--- src/rtl/hsec_pkg.sv ---
package hsec_pkg;
  // Position (1-based) of the j-th non-power-of-two slot, ascending.
  function automatic int data_pos(input int j);
    int cnt;
    int res;
    cnt = 0;
    res = 0;
    for (int p = 1; p < 4096; p++) begin
      if ((p & (p - 1)) != 0) begin
        if (cnt == j && res == 0) res = p;
        cnt++;
      end
    end
    return res;
  endfunction

  function automatic int par_bits(input int data_w);
    int r;
    r = 1;
    while ((1 << r) < data_w + r + 1) r++;
    return r;
  endfunction
endpackage

--- src/rtl/hsec_syndrome.sv ---
module hsec_syndrome #(
  parameter int CODE_W = 30,
  parameter int PAR_W  = 5
) (
  input  logic [CODE_W-1:0] code_i,
  input  logic              odd_i,
  output logic [PAR_W-1:0]  syn_o
);
  function automatic logic [CODE_W-1:0] grp_mask(input int k);
    logic [CODE_W-1:0] m;
    m = '0;
    for (int p = 1; p <= CODE_W; p++)
      if (p[k]) m[p-1] = 1'b1;
    return m;
  endfunction

  for (genvar k = 0; k < PAR_W; k++) begin : g_bit
    localparam logic [CODE_W-1:0] MASK = grp_mask(k);
    assign syn_o[k] = (^(code_i & MASK)) ^ odd_i;
  end
endmodule

--- src/rtl/hsec_correct.sv ---
module hsec_correct #(
  parameter int CODE_W = 30,
  parameter int PAR_W  = 5
) (
  input  logic [CODE_W-1:0] code_i,
  input  logic [PAR_W-1:0]  syn_i,
  output logic [CODE_W-1:0] fixed_o,
  output logic              hit_o,
  output logic              over_o
);
  localparam logic [PAR_W-1:0] LAST = PAR_W'(CODE_W);

  for (genvar p = 1; p <= CODE_W; p++) begin : g_pos
    localparam logic [PAR_W-1:0] POS = PAR_W'(p);
    assign fixed_o[p-1] = code_i[p-1] ^ (syn_i == POS);
  end

  assign over_o = syn_i > LAST;
  assign hit_o  = (syn_i != '0) && !over_o;
endmodule

--- src/rtl/hsec_extract.sv ---
module hsec_extract #(
  parameter int DATA_W = 25,
  parameter int CODE_W = 30
) (
  input  logic [CODE_W-1:0] code_i,
  output logic [DATA_W-1:0] data_o
);
  for (genvar j = 0; j < DATA_W; j++) begin : g_dat
    localparam int POS = hsec_pkg::data_pos(j);
    assign data_o[j] = code_i[POS-1];
  end
endmodule

--- src/rtl/hsec_decoder.sv ---
module hsec_decoder #(
  parameter int DATA_W = 25,
  parameter int PAR_W  = hsec_pkg::par_bits(DATA_W),
  parameter int CODE_W = DATA_W + PAR_W
) (
  input  logic              clk_i,
  input  logic              rst_ni,
  input  logic              valid_i,
  input  logic              odd_mode_i,
  input  logic [CODE_W-1:0] code_i,
  output logic              valid_o,
  output logic [DATA_W-1:0] data_o,
  output logic [PAR_W-1:0]  syndrome_o,
  output logic              corrected_o,
  output logic              uncorrectable_o
);
  logic [PAR_W-1:0]  syn;
  logic [CODE_W-1:0] fixed;
  logic [DATA_W-1:0] payload;
  logic              hit, over;

  hsec_syndrome #(.CODE_W(CODE_W), .PAR_W(PAR_W)) u_syn (
    .code_i (code_i),
    .odd_i  (odd_mode_i),
    .syn_o  (syn)
  );

  hsec_correct #(.CODE_W(CODE_W), .PAR_W(PAR_W)) u_fix (
    .code_i  (code_i),
    .syn_i   (syn),
    .fixed_o (fixed),
    .hit_o   (hit),
    .over_o  (over)
  );

  hsec_extract #(.DATA_W(DATA_W), .CODE_W(CODE_W)) u_ext (
    .code_i (fixed),
    .data_o (payload)
  );

  always_ff @(posedge clk_i or negedge rst_ni) begin
    if (!rst_ni) begin
      valid_o         <= 1'b0;
      data_o          <= '0;
      syndrome_o      <= '0;
      corrected_o     <= 1'b0;
      uncorrectable_o <= 1'b0;
    end else begin
      valid_o <= valid_i;
      if (valid_i) begin
        data_o          <= payload;
        syndrome_o      <= syn;
        corrected_o     <= hit;
        uncorrectable_o <= over;
      end
    end
  end
endmodule

--- config.mk ---
export PLATFORM = sky130hd
export DESIGN_NAME = hsec_decoder
export DESIGN_NICKNAME = d
export VERILOG_FILES = /design/src/rtl/hsec_pkg.sv /design/src/rtl/hsec_syndrome.sv /design/src/rtl/hsec_correct.sv /design/src/rtl/hsec_extract.sv /design/src/rtl/hsec_decoder.sv
export SDC_FILE = /design/constraint.sdc
export NUM_CORES = 1
export LEC_CHECK = 0
export CORE_AREA = 2 2 79 81
export DETAILED_ROUTE_END_ITERATION = 16
export DIE_AREA = 0 0 81 83
export PLACE_DENSITY = 0.8
export SKIP_LAST_GASP = 1
export SLEW_MARGIN = 20
export SYNTH_ARGS = -nofsm -noshare
export SYNTH_HDL_FRONTEND = slang
export SYNTH_SLANG_ARGS = --single-unit
--- constraint.sdc ---
create_clock -name clk_i -period 0.8 [get_ports clk_i]
set_input_delay 0.16 -clock clk_i [delete_from_list [all_inputs] [get_ports clk_i]]
set_output_delay 0.16 -clock clk_i [all_outputs]
set_load 0.01 [all_outputs]
==> results of run 1 <==
per-stage QoR:
step / area [um2] / util (%) / hold WS (ns) / cells
3_3_place_gp: 4050 / 69.6 / 0.468 / 462
3_5_place_dp: 4050 / 69.6 / 0.478 / 462
2_1_floorplan: 2720 / - / -0.136 / 251
4_1_cts: 4890 / 84.1 / 0.190 / 516
synthesized netlist by cell type (5+ instances only):
cell,instances
nor2b_1,6
nand3_1,20
nand4_1,12
o311ai_0,18
xor2_1,7
a21oi_1,6
clkbuf_1,15
nand2_1,17
xnor3_1,14
or4_1,8
a31oi_1,11
nor4_1,12
o211ai_1,6
nor2_1,8
dfrtp_1,33
xnor2_1,21
or2_2,5
buf_2,6
per-layer routing:
metal,overflow,global-route usage (%)
met5,0,20.0
met4,84,96.1
met3,0,70.5
met2,98,97.7
met1,2,87.1
timing repair:
| action | in CTS |
|---|---|
| pin swaps | 77 |
| setup endpoints to repair | 65 |
| cloned | 1 |
| endpoints found under the hold margin | 0 |
| setup buffers | 49 |
| resized for setup | 319 |
logic make-up after synthesis:
group / count (synthesis) / share of synthesized area [%]
AND/OR/NAND/NOR: 92 / 19.9
buffers and inverters: 26 / 4.52
flip-flops: 33 / 33.1
XOR/XNOR: 47 / 26.4
AO/OA/AOI/OAI: 53 / 16.1
==> results.cfg, run 1 <==
[synth]
syn_area_um2 = 2490
ys_ff_latch = 33
ys_warn_count = 0
synth_top_area_share_pct = 33.1
synth_flop_cell = dfrtp_1
synth_edf_count = 0
syn_nets = 285
synthCells = 251
synth_top_area_cell = dfrtp_1
ys_types = 35
synthTopCellsByArea = dfrtp_1, xnor3_1, xnor2_1
ys_seq_area_share_pct = 33.1
syn_avg_cell_area_um2 = 9.93
async_flop_share_pct = 100

[die]
placementRows = 28
start_util_pct = 42.9
die_h_um = 83
pin_count = 67
chipWidth_um = 81

[clock_network]
cts-root-buf = clkbuf_8
cts_buffers = 5
htree_levels = 2
ctsHoldBuffers = 0
cts.sinks = 33
clockBufferDepth = 2

[status]
status = did not finish
error = [ERROR GRT-0232] Routing congestion too high. Check the congestion heatmap in the GUI.
failing_step = 5_1_grt

[timing]
worst-ep-kind = register input
worst_endpoint = data_o[7]$_DFFE_PN0P_/D

[placed_design]
place_ws_ns = -2.10
place_congestion = 0.878
port_buffers = 66
hpwl_um = 6460

[global_routing]
track_usage_pct = 86.4
grt-ovfl-total = 184
grt_max_degree = 34
==> run 2, diff against run 1 <==
--- a/config.mk
+++ b/config.mk
@@ -5,10 +5,10 @@
 export SDC_FILE = /design/constraint.sdc
 export NUM_CORES = 1
 export LEC_CHECK = 0
-export CORE_AREA = 2 2 79 81
+export CORE_AREA = 2 2 95 97
 export DETAILED_ROUTE_END_ITERATION = 16
-export DIE_AREA = 0 0 81 83
-export PLACE_DENSITY = 0.8
+export DIE_AREA = 0 0 97 99
+export PLACE_DENSITY_LB_ADDON = 0.15
 export SKIP_LAST_GASP = 1
 export SLEW_MARGIN = 20
 export SYNTH_ARGS = -nofsm -noshare
==> constraint.sdc (replaced) <==
create_clock -name clk_i -period 1 [get_ports clk_i]
set_input_delay 0.2 -clock clk_i [delete_from_list [all_inputs] [get_ports clk_i]]
set_output_delay 0.2 -clock clk_i [all_outputs]
set_load 0.01 [all_outputs]
==> results.cfg, run 2 <==
[global_routing]
grtUsageMet1_pct = 28.0
met3_usage_pct = 3.19
grt_max_degree = 34
grt-ovfl-total = 0
grt_pass1_wl_um = 16100
antenna_found_initial = 0
grt_pass1_vias = 2995
met2_usage_pct = 36.6
track_usage_pct = 21.4
grt.busiest_layer = met2

[synth]
yosysMostFrequentCell = dfrtp_1
ys_ff_latch = 33
async_flop_share_pct = 100
synth_top_area_share_pct = 33.1
ys_seq_area_share_pct = 33.1
synth_flop_cell = dfrtp_1
ys_types = 35
syn_area_um2 = 2490
synthCells = 251
syn_nets = 285
ys_warn_count = 0
synth_top_area_cell = dfrtp_1
synth_edf_count = 0
syn_avg_cell_area_um2 = 9.93
synthTopCellsByArea = dfrtp_1, xnor3_1, xnor2_1
synthTopCellsByCount = dfrtp_1, xnor2_1, nand3_1

[clock_network]
clk_latency_ns = 0.29
clockBufferDepth = 2
cts_buffers = 5
cts_tree = done
cts.sinks = 33
path_clk_slew_ns = 0.08
cts-root-buf = clkbuf_8
htree_levels = 2

[cells_and_area]
reg_top3 = data_o x25, syndrome_o x5
regMostFlops = data_o
layout-drive-gt1-share_pct = 68.4
num_antenna_cells = 0
final_common_cell = buf_4
nFillCells = 693
layout_common_cells = buf_4, buf_2, buf_6, dfrtp_1, nand2_1
final_util_pct = 61.4
final_cell_area_um2 = 5250
largest_register_ffs = 25
nets = 498
areaGrowthSynthToFinish_pct = 111

[timing]
final_hold_viol_count = 0
setup_ws_ns = -1.24
worst_pin_slew_ns = 0.383
rsz0062_at_grt = yes
finalMaxSlewViolations = 0
finalSetupViolCount = 64
clock_skew_ns = 0
final.period_utilization_pct = 224
fmax_ghz = 0.446
hold_slack_ns = 0.160
period_needed_ns = 2.24
slew_headroom_pct = 74.5
fin_setup_tns_ns = -35.78

[die]
die_area_um2 = 9600
core_um2 = 8550
die_h_um = 99
start_util_pct = 29.2
chipWidth_um = 97
placementRows = 34
pin_count = 67

[route]
via_per_inst = 5.25
vias = 3011
wl_per_cell_um = 18.6
drtIter0Drc = 144
post-route-drc-count = 0
drt_pass1_iterations = 4
wl_um = 10700
ant_nets = 0

[min_path]
hold_path.class = in -> reg

[power]
p_leak_nw = 2.37
power.density_nw_per_um2 = 3150
irDropWorstVdd_mv = 2.26

[placed_design]
place_congestion = 0.889
place_ws_ns = -1.88
hpwl_um = 6820
place_area_um2 = 4070
port_buffers = 66

[setup_path]
path_class = in -> reg
cp-start-kind = primary input
cp_max_fo = 4
critPathRequiredTime_ns = 1.24
end_kind = flip-flop
cp_slowest_cell = or4_1
critical_path.top_delay_family = XOR/XNOR gates
cp_num_buf_inv = 1
path_cells = clkbuf_2, xnor3_2, xnor2_2, xnor3_2, or4_1, or4_1, nand3_1
cp.arrival_ns = 2.48
slowest_delay_ns = 0.52

[job]
maxCapViolCount = 0

[status]
failed_checks = negative setup slack
status = finished, violations left
run 2: cell counts after synthesis:
Identical to the previous run, type by type.
run 2: final timing paths:
check                                            start                           to  slack (ns)  cells after the start
max                                          code_i[7]        data_o[3]$_DFFE_PN0P_       -1.24                      7
min                                         code_i[28]       data_o[23]$_DFFE_PN0P_        0.16                      2
max reg2reg                     data_o[11]$_DFFE_PN0P_       data_o[11]$_DFFE_PN0P_       -0.04                      3
min reg2reg                uncorrectable_o$_DFFE_PN0P_  uncorrectable_o$_DFFE_PN0P_        0.52                      2
max in group asynchronous                       rst_ni        data_o[9]$_DFFE_PN0P_        0.54                      2
min in group asynchronous                       rst_ni       data_o[23]$_DFFE_PN0P_        0.26                      2
run 2: cell type report:
class | count | area (um2) | share of cell area (%)
Multi-Input combinational cell | 192 | 2250 | 42.9
Clock inverter | 1 | 30.0 | 0.572
Timing Repair Buffer | 229 | 1910 | 36.4
Sequential cell | 33 | 826 | 15.7
Clock buffer | 7 | 86.3 | 1.64
Tap cell | 108 | 135 | 2.57
Inverter | 3 | 11.3 | 0.214
run 2: per-layer routing:
metal  share of wire [%]  vias to the layer above
li1                    -                     1383
met1                  41                     1486
met2                  51                      117
met3                 5.1                       25
met4                 2.6                        0
met5                   0                        -
run 2: worst reg2reg max path, delay by kind of cell, from the launching register on:
family | cells | cell delay [ns]
flip-flops | 1 | 0.40
AO/OA/AOI/OAI | 1 | 0.28
buffers and inverters | 2 | 0.26
run 2: cell families after synthesis:
| logic type | count (synthesis) | synth area share, % |
|---|---|---|
| compound gates | 53 | 16.1 |
| xor+xnor | 47 | 26.4 |
| buf+inv | 26 | 4.52 |
| flops | 33 | 33.1 |
| simple gates | 92 | 19.9 |
run 2: per-stage QoR:
stage	total power, W	cells
3_5_place_dp	0.0103	493
2_1_floorplan	0.00637	251
4_1_cts	0.0146	554
3_3_place_gp	0.0103	493
5_1_grt	0.0173	573
6_report	0.0166	573
run 2: repair_timing:
| item | CTS | global route |
|---|---|---|
| buffers inserted | 53 | 24 |
| setup endpoints to repair | 65 | 65 |
| gates cloned | 1 | 0 |
| hold buffers | 0 | 0 |
| resized for setup | 311 | 75 |
| pin swaps | 70 | 47 |
run 2: power by group:
group	switching, W	internal (W)
registers	0.000209	0.00176
logic	0.00630	0.00691
clock network	0.000566	0.000813
total	0.00707	0.00948
(Power assumes the default switching activity.)
